**config.mk**
```make
export PLATFORM = sky130hd
export DESIGN_NAME = scan_tap_ctrl
export DESIGN_NICKNAME = d
export VERILOG_FILES = /design/src/rtl/scan_tap_pkg.sv /design/src/rtl/scan_tap_fsm.sv /design/src/rtl/scan_tap_ir.sv /design/src/rtl/scan_tap_dregs.sv /design/src/rtl/scan_tap_ctrl.sv
export SDC_FILE = /design/constraint.sdc
export NUM_CORES = 1
export LEC_CHECK = 0
export BUFFER_PORTS_ARGS = -buffer_cell sky130_fd_sc_hd__buf_2
export CAP_MARGIN = 20
export CORE_UTILIZATION = 53
export DETAILED_ROUTE_END_ITERATION = 16
export HOLD_SLACK_MARGIN = 0.02
export PLACE_DENSITY_LB_ADDON = 0.15
export SYNTH_ARGS = -nofsm -noshare
export SYNTH_HDL_FRONTEND = slang
export SYNTH_HIERARCHICAL = 1
export SYNTH_SLANG_ARGS = --single-unit
```
**constraint.sdc**
```tcl
create_clock -name tck -period 6.1 [get_ports tck]
set_input_delay 0.915 -clock tck [delete_from_list [all_inputs] [get_ports tck]]
set_output_delay 0.915 -clock tck [all_outputs]
set_load 0.05 [all_outputs]
```
**src/rtl/scan_tap_pkg.sv**
```systemverilog
`timescale 1ns/1ps
package scan_tap_pkg;

   typedef enum logic [3:0] {
      TS_RESET,  TS_IDLE,
      TS_SEL_DR, TS_CAP_DR, TS_SHF_DR, TS_EX1_DR, TS_PAU_DR, TS_EX2_DR, TS_UPD_DR,
      TS_SEL_IR, TS_CAP_IR, TS_SHF_IR, TS_EX1_IR, TS_PAU_IR, TS_EX2_IR, TS_UPD_IR
   } tap_state_t;

   typedef enum logic [1:0] {
      DSEL_BYPASS,
      DSEL_IDENT,
      DSEL_BSCAN,
      DSEL_BCTL
   } dsel_t;

endpackage

```
**src/rtl/scan_tap_fsm.sv**
```systemverilog
`timescale 1ns/1ps
module scan_tap_fsm
   import scan_tap_pkg::*;
(
   input  logic       tck,
   input  logic       trst_n,
   input  logic       tms,
   output tap_state_t state,
   output logic       in_reset,
   output logic       in_idle,
   output logic       cap_dr,
   output logic       shf_dr,
   output logic       upd_dr,
   output logic       cap_ir,
   output logic       shf_ir,
   output logic       upd_ir
);

   tap_state_t nxt;

   always_comb begin
      nxt = state;
      unique case (state)
         TS_RESET:  nxt = tms ? TS_RESET  : TS_IDLE;
         TS_IDLE:   nxt = tms ? TS_SEL_DR : TS_IDLE;
         TS_SEL_DR: nxt = tms ? TS_SEL_IR : TS_CAP_DR;
         TS_CAP_DR: nxt = tms ? TS_EX1_DR : TS_SHF_DR;
         TS_SHF_DR: nxt = tms ? TS_EX1_DR : TS_SHF_DR;
         TS_EX1_DR: nxt = tms ? TS_UPD_DR : TS_PAU_DR;
         TS_PAU_DR: nxt = tms ? TS_EX2_DR : TS_PAU_DR;
         TS_EX2_DR: nxt = tms ? TS_UPD_DR : TS_SHF_DR;
         TS_UPD_DR: nxt = tms ? TS_SEL_DR : TS_IDLE;
         TS_SEL_IR: nxt = tms ? TS_RESET  : TS_CAP_IR;
         TS_CAP_IR: nxt = tms ? TS_EX1_IR : TS_SHF_IR;
         TS_SHF_IR: nxt = tms ? TS_EX1_IR : TS_SHF_IR;
         TS_EX1_IR: nxt = tms ? TS_UPD_IR : TS_PAU_IR;
         TS_PAU_IR: nxt = tms ? TS_EX2_IR : TS_PAU_IR;
         TS_EX2_IR: nxt = tms ? TS_UPD_IR : TS_SHF_IR;
         TS_UPD_IR: nxt = tms ? TS_SEL_DR : TS_IDLE;
         default:   nxt = TS_RESET;
      endcase
   end

   always_ff @(posedge tck or negedge trst_n) begin
      if (!trst_n) state <= TS_RESET;
      else         state <= nxt;
   end

   assign in_reset = (state == TS_RESET);
   assign in_idle  = (state == TS_IDLE);
   assign cap_dr   = (state == TS_CAP_DR);
   assign shf_dr   = (state == TS_SHF_DR);
   assign upd_dr   = (state == TS_UPD_DR);
   assign cap_ir   = (state == TS_CAP_IR);
   assign shf_ir   = (state == TS_SHF_IR);
   assign upd_ir   = (state == TS_UPD_IR);

endmodule

```
**src/rtl/scan_tap_ir.sv**
```systemverilog
`timescale 1ns/1ps
module scan_tap_ir
   import scan_tap_pkg::*;
#(
   parameter int              IR_W      = 8,
   parameter logic [IR_W-1:0] IR_RST    = 8'h81,
   parameter logic [IR_W-1:0] OP_IDCODE = 8'h81,
   parameter logic [IR_W-1:0] OP_BSCAN  = 8'h82,
   parameter logic [IR_W-1:0] OP_BCTL   = 8'h87,
   parameter logic [IR_W-1:0] OP_BYPASS = 8'hFF
) (
   input  logic            tck,
   input  logic            trst_n,
   input  logic            tdi,
   input  logic            in_reset,
   input  logic            cap_ir,
   input  logic            shf_ir,
   input  logic            upd_ir,
   output logic [IR_W-1:0] ir_q,
   output logic            ir_so,
   output dsel_t           dsel
);

   localparam logic [IR_W-1:0] IR_CAPT = IR_W'(1);

   logic [IR_W-1:0] ir_sh;

   always_ff @(posedge tck or negedge trst_n) begin
      if (!trst_n) begin
         ir_sh <= IR_RST;
         ir_q  <= IR_RST;
      end else if (in_reset) begin
         ir_sh <= IR_RST;
         ir_q  <= IR_RST;
      end else begin
         if (cap_ir)      ir_sh <= IR_CAPT;
         else if (shf_ir) ir_sh <= {tdi, ir_sh[IR_W-1:1]};
         if (upd_ir)      ir_q  <= ir_sh;
      end
   end

   assign ir_so = ir_sh[0];

   always_comb begin
      if (ir_q == OP_IDCODE)      dsel = DSEL_IDENT;
      else if (ir_q == OP_BSCAN)  dsel = DSEL_BSCAN;
      else if (ir_q == OP_BCTL)   dsel = DSEL_BCTL;
      else if (ir_q == OP_BYPASS) dsel = DSEL_BYPASS;
      else                        dsel = DSEL_BYPASS;
   end

endmodule

```
**src/rtl/scan_tap_dregs.sv**
```systemverilog
`timescale 1ns/1ps
module scan_tap_dregs
   import scan_tap_pkg::*;
#(
   parameter int               ID_W       = 32,
   parameter logic [ID_W-1:0]  ID_VAL     = 32'h0B5A_C02F,
   parameter int               BCR_W      = 3,
   parameter logic [BCR_W-1:0] BCR_RST    = 3'b010,
   parameter int               BSR_W      = 48,
   parameter int               OUTCTL_LSB = 44
) (
   input  logic             tck,
   input  logic             trst_n,
   input  logic             tdi,
   input  logic             in_reset,
   input  logic             cap_dr,
   input  logic             shf_dr,
   input  logic             upd_dr,
   input  dsel_t            dsel,
   input  logic [BSR_W-1:0] bsr_pin_in,
   output logic             dr_so,
   output logic [BCR_W-1:0] bcr_q,
   output logic [BSR_W-1:0] bsr_q
);

   logic sel_byp, sel_id, sel_bsr, sel_bcr;
   assign sel_byp = (dsel == DSEL_BYPASS);
   assign sel_id  = (dsel == DSEL_IDENT);
   assign sel_bsr = (dsel == DSEL_BSCAN);
   assign sel_bcr = (dsel == DSEL_BCTL);

   // one-bit bypass stage
   logic byp_q;
   always_ff @(posedge tck or negedge trst_n) begin
      if (!trst_n)                byp_q <= 1'b0;
      else if (cap_dr && sel_byp) byp_q <= 1'b0;
      else if (shf_dr && sel_byp) byp_q <= tdi;
   end

   // identification word
   logic [ID_W-1:0] id_sh;
   always_ff @(posedge tck or negedge trst_n) begin
      if (!trst_n)               id_sh <= ID_VAL;
      else if (cap_dr && sel_id) id_sh <= ID_VAL;
      else if (shf_dr && sel_id) id_sh <= {tdi, id_sh[ID_W-1:1]};
   end

   // test-operation control register: shift stage plus applied value
   logic [BCR_W-1:0] bcr_sh;
   always_ff @(posedge tck or negedge trst_n) begin
      if (!trst_n) begin
         bcr_sh <= BCR_RST;
         bcr_q  <= BCR_RST;
      end else if (in_reset) begin
         bcr_sh <= BCR_RST;
         bcr_q  <= BCR_RST;
      end else begin
         if (cap_dr && sel_bcr)      bcr_sh <= bcr_q;
         else if (shf_dr && sel_bcr) bcr_sh <= {tdi, bcr_sh[BCR_W-1:1]};
         if (upd_dr && sel_bcr)      bcr_q  <= bcr_sh;
      end
   end

   // boundary chain: control cells reset high, data cells keep their contents
   logic [BSR_W:0] chain;
   assign chain = {tdi, bsr_q};

   for (genvar i = 0; i < BSR_W; i++) begin : g_cell
      logic cell_q;
      if (i >= OUTCTL_LSB) begin : g_ctl
         always_ff @(posedge tck or negedge trst_n) begin
            if (!trst_n)                 cell_q <= 1'b1;
            else if (in_reset)           cell_q <= 1'b1;
            else if (cap_dr && sel_bsr)  cell_q <= bsr_pin_in[i];
            else if (shf_dr && sel_bsr)  cell_q <= chain[i+1];
         end
      end else begin : g_dat
         always_ff @(posedge tck) begin
            if (!in_reset) begin
               if (cap_dr && sel_bsr)      cell_q <= bsr_pin_in[i];
               else if (shf_dr && sel_bsr) cell_q <= chain[i+1];
            end
         end
      end
      assign bsr_q[i] = cell_q;
   end

   always_comb begin
      unique case (dsel)
         DSEL_IDENT:  dr_so = id_sh[0];
         DSEL_BSCAN:  dr_so = bsr_q[0];
         DSEL_BCTL:   dr_so = bcr_sh[0];
         default:     dr_so = byp_q;
      endcase
   end

endmodule

```
**src/rtl/scan_tap_ctrl.sv**
```systemverilog
`timescale 1ns/1ps
module scan_tap_ctrl
   import scan_tap_pkg::*;
#(
   parameter int               IR_W       = 8,
   parameter logic [IR_W-1:0]  IR_RST     = 8'h81,
   parameter logic [IR_W-1:0]  OP_IDCODE  = 8'h81,
   parameter logic [IR_W-1:0]  OP_BSCAN   = 8'h82,
   parameter logic [IR_W-1:0]  OP_BCTL    = 8'h87,
   parameter logic [IR_W-1:0]  OP_BYPASS  = 8'hFF,
   parameter int               ID_W       = 32,
   parameter logic [ID_W-1:0]  ID_VAL     = 32'h0B5A_C02F,
   parameter int               BCR_W      = 3,
   parameter logic [BCR_W-1:0] BCR_RST    = 3'b010,
   parameter int               BSR_W      = 48,
   parameter int               OUTCTL_LSB = 44
) (
   input  logic             tck,
   input  logic             trst_n,
   input  logic             tms,
   input  logic             tdi,
   input  logic [BSR_W-1:0] bsr_pin_in,
   output logic             tdo,
   output logic             tdo_oe,
   output logic             test_off,
   output logic             op_run,
   output logic [BCR_W-1:0] op_sel,
   output logic [BSR_W-1:0] bsr_q
);

   if (IR_W < 2) begin : g_bad_ir
      $error("scan_tap_ctrl: IR_W must be at least 2");
   end
   if (ID_W < 1 || BCR_W < 1) begin : g_bad_w
      $error("scan_tap_ctrl: register widths must be positive");
   end
   if (OUTCTL_LSB < 0 || OUTCTL_LSB >= BSR_W) begin : g_bad_bsr
      $error("scan_tap_ctrl: OUTCTL_LSB must lie inside the boundary chain");
   end

   tap_state_t      state;
   logic            in_reset, in_idle;
   logic            cap_dr, shf_dr, upd_dr, cap_ir, shf_ir, upd_ir;
   logic [IR_W-1:0] ir_q;
   logic            ir_so, dr_so;
   dsel_t           dsel;
   logic [BCR_W-1:0] bcr_q;

   scan_tap_fsm u_fsm (
      .tck(tck), .trst_n(trst_n), .tms(tms), .state(state),
      .in_reset(in_reset), .in_idle(in_idle),
      .cap_dr(cap_dr), .shf_dr(shf_dr), .upd_dr(upd_dr),
      .cap_ir(cap_ir), .shf_ir(shf_ir), .upd_ir(upd_ir)
   );

   scan_tap_ir #(
      .IR_W(IR_W), .IR_RST(IR_RST), .OP_IDCODE(OP_IDCODE),
      .OP_BSCAN(OP_BSCAN), .OP_BCTL(OP_BCTL), .OP_BYPASS(OP_BYPASS)
   ) u_ir (
      .tck(tck), .trst_n(trst_n), .tdi(tdi), .in_reset(in_reset),
      .cap_ir(cap_ir), .shf_ir(shf_ir), .upd_ir(upd_ir),
      .ir_q(ir_q), .ir_so(ir_so), .dsel(dsel)
   );

   scan_tap_dregs #(
      .ID_W(ID_W), .ID_VAL(ID_VAL), .BCR_W(BCR_W), .BCR_RST(BCR_RST),
      .BSR_W(BSR_W), .OUTCTL_LSB(OUTCTL_LSB)
   ) u_dregs (
      .tck(tck), .trst_n(trst_n), .tdi(tdi), .in_reset(in_reset),
      .cap_dr(cap_dr), .shf_dr(shf_dr), .upd_dr(upd_dr), .dsel(dsel),
      .bsr_pin_in(bsr_pin_in), .dr_so(dr_so), .bcr_q(bcr_q), .bsr_q(bsr_q)
   );

   // serial output retimed to the falling edge
   logic tdo_r, oe_r;
   always_ff @(negedge tck or negedge trst_n) begin
      if (!trst_n) begin
         tdo_r <= 1'b0;
         oe_r  <= 1'b0;
      end else begin
         oe_r  <= shf_dr | shf_ir;
         tdo_r <= shf_ir ? ir_so : dr_so;
      end
   end

   assign tdo      = tdo_r;
   assign tdo_oe   = oe_r;
   assign test_off = in_reset;
   assign op_run   = in_idle;
   assign op_sel   = bcr_q;

endmodule

```
==> impl_metrics.ini <==
[detailed_routing]
viasPerCell = 5.17
dr.pass1.iters = 4
routed_wl_um = 9360
ant_nets = 0
drt_first_iter_violations = 126
post_drt_wl_per_cell_um = 15.3
drc = 0
via_count = 3158

[critical_path]
critPathKind = reg -> reg
regToRegEndpoint = tdo
endpoint_kind = flop
path_cells = or4b_4 > nor4b_1 > mux4_2 > mux2_4
reg2reg_slack_ns = 0.56
cp_top_family = simple AND/OR/NAND/NOR gates
path_max_fanout = 2
slowest_stage = mux4_2
slowest_delay_ns = 0.58
arrival_ns = 2.68
crit_buf_inv = 0
reg2reg_depth = 4
cp-start-kind = flop
worstReg2RegStart = u_ir/ir_q[7]
required_ns = 3.24

[yosys]
synth_flop_cell = edfxtp_1
synth_nets = 470
synth-edff-count = 44
yosysSeqAreaShare_pct = 55.5
yosysWarnings = 6
yosysUniqueCellTypes = 51
syn-cell-area_um2 = 5370
async_flop_share_pct = 59.6
synth_seq_cells = 109
synthCells = 418
avgSynthCellArea_um2 = 12.8

[outcome]
status = completed

[global_route]
grt_overflow = 0
grt_use_total_pct = 18.3
grt_first_pass_wirelength_um = 14600
grt_max_degree = 45
grt_pass1_vias = 2914
antenna_found_initial = 0

[clock_network]
clkTransAtPathRegs_ns = 0.10
cts_buffer_depth = 2
clock-sinks = 109
cts_tree = done
root_buffer = clkbuf_8
cts_made_buffers = 9
insertion_delay_ns = 0.36
post_cts_buffers = 0
htree_levels = 3
cts.repair.resized = 0
holdBufCountCts = 0

[die]
dieArea_um2 = 10500
die_x_um = 103
core_um2 = 9820
start_util_pct = 54.7
die_y_um = 103
ios = 107
row_count = 36

[placed_design]
port_buffers = 106
gp_congestion = 0.726
pre_cts_ws_ns = 0.569
place_inst = 594
hpwl_um = 6450

[flow_run]
max_cap_viol_count = 0

[hold_path]
hold_path.startpoint = u_dregs/id_sh[25]
worstHoldPathCells = 2
min_to = u_dregs/id_sh[25]
hold_path_class = reg -> reg

[sta]
fin_ws_ns = 0.563
hold_violations = 0
rsz0062_at_grt = false
tightest_slew_ns = 0.913
finalSetupTns_ns = 0
slew_headroom_pct = 39.0
setup_viol = 0
finClkSkew_ns = 0.0191
slew_violations = 0

[layout]
fin_nets = 525
stdcell_count = 611
synthToLayoutAreaGrowth_pct = 9.23
diodes = 0
drive_gt1_share_pct = 48.5
fill_cells = 821
final_core_util_pct = 59.7

[power_and_ir_drop]
totalPowerFinal_mw = 2.07
powerDensity_nw_per_um2 = 353
ir_drop_mv = 0.295
leakage_nw = 2.52
## through the flow
stage               instance area, um^2  hold slack (ns)
finish                             5870            0.471
global route                       5870            0.492
CTS                                5840            0.475
detailed placement                 5640            0.457
global placement                   5640            0.453
floorplan                          5370            0.442
## cells in the final DEF, fill, tap and decap left out, types with 2 or more instances in the layout
cell type / Yosys / routed
a31oi_1: 2 / 2
a21oi_1: 5 / 5
o21ai_1: 2 / 2
nand2_1: 6 / 6
nand3_1: 2 / 2
mux2_2: 63 / 63
o21ai_0: 4 / 4
dfrtp_1: 39 / 39
edfxtp_1: 44 / 44
buf_2: 12 / 106
mux2i_1: 33 / 33
dfstp_2: 24 / 24
o2bb2ai_1: 3 / 3
o211ai_1: 3 / 3
nor2_1: 40 / 40
clkbuf_8: 0 / 9
dfrtn_1: 2 / 2
a2bb2oi_1: 5 / 5
buf_4: 53 / 9
or2_1: 2 / 2
nor3_2: 0 / 2
inv_1: 17 / 17
inv_6: 0 / 3
xor2_1: 2 / 2
nor2b_1: 16 / 16
nand2b_1: 2 / 2
a211o_1: 3 / 3
## where the power goes
| part | leakage [nW] | switching [mW] | internal (mW) |
|---|---|---|---|
| logic | 1.23 | 0.331 | 0.303 |
| registers | 1.20 | 0.100 | 0.902 |
| clock network | 0.0938 | 0.243 | 0.194 |
## how the worst max path moves through the flow
stage            startpoint  end  slack (ns)  cells after the start
5_1_grt        u_ir/ir_q[7]  tdo        0.43                      4
3_3_place_gp   u_ir/ir_q[7]  tdo        0.59                      4
4_1_cts        u_ir/ir_q[7]  tdo        0.54                      4
6_report       u_ir/ir_q[7]  tdo        0.56                      4
3_5_place_dp   u_ir/ir_q[7]  tdo        0.57                      4
2_1_floorplan  u_ir/ir_q[7]  tdo        0.74                      5
## cell type report
class                      instances  area, um^2  share of cell area [%]
clock buffer                      10         128                    2.18
clock inverter                     6        68.8                    1.17
inverter                          18        67.6                    1.15
multi-input combinational        219        1830                    31.2
sequential                       109        2980                    50.8
tap                              133         166                    2.84
timing repair buffer             116         626                    10.7
## Yosys cell counts, types with 2 or more instances
cell	count	share of area, %
nand2_1	6	0.42
mux2i_1	33	6.2
buf_4	53	7.4
nor2_1	40	2.8
a31oi_1	2	0.23
xor2_1	2	0.33
edfxtp_1	44	25
dfrtn_1	2	0.93
dfrtp_1	39	18
nor2b_1	16	1.9
a2bb2oi_1	5	0.82
o2bb2ai_1	3	0.49
nand3_1	2	0.19
dfstp_2	24	12
nor4_1	2	0.23
nor3_1	3	0.28
a21oi_1	5	0.47
o211ai_1	3	0.42
o21ai_0	4	0.37
a211o_1	3	0.49
nand2b_1	2	0.23
buf_6	4	0.84
buf_2	12	1.1
o21ai_1	2	0.19
nor4b_1	2	0.33
inv_1	17	1.2
or2_1	2	0.23
mux2_2	63	13
## sequential cells by signal (all words and copies together), names as in the netlist
signal / cells
tdo: 1
tdo_oe: 1
u_dregs/bcr_q: 3
u_dregs/bcr_sh: 3
u_dregs/byp_q: 1
u_dregs/g_cell.cell_q: 48
u_dregs/id_sh: 32
u_fsm/state: 4
u_ir/ir_q: 8
u_ir/ir_sh: 8
## worst min-delay path: stages, from the launching register on
cell and delay [ns]:
dfstp_2 0.38, inv_1 0.04, mux2i_1 0.05
## per-layer routing
layer	share of wire [%]	vias up	global-route usage [%]
met5	0	-	0
met4	1.2	0	5.93
met3	5.9	10	4.68
met2	45	98	27.5
met1	48	1533	26.0
li1	-	1517	-
## logic make-up after synthesis
| group | share of synthesized area (%) |
|---|---|
| AO/OA/AOI/OAI | 4.47 |
| XOR/XNOR | 0.326 |
| AND/OR/NAND/NOR | 8.83 |
| flip-flops | 55.5 |
| multiplexers | 20.1 |
| buffers and inverters | 10.9 |
Power figures use the tool's default switching activity.
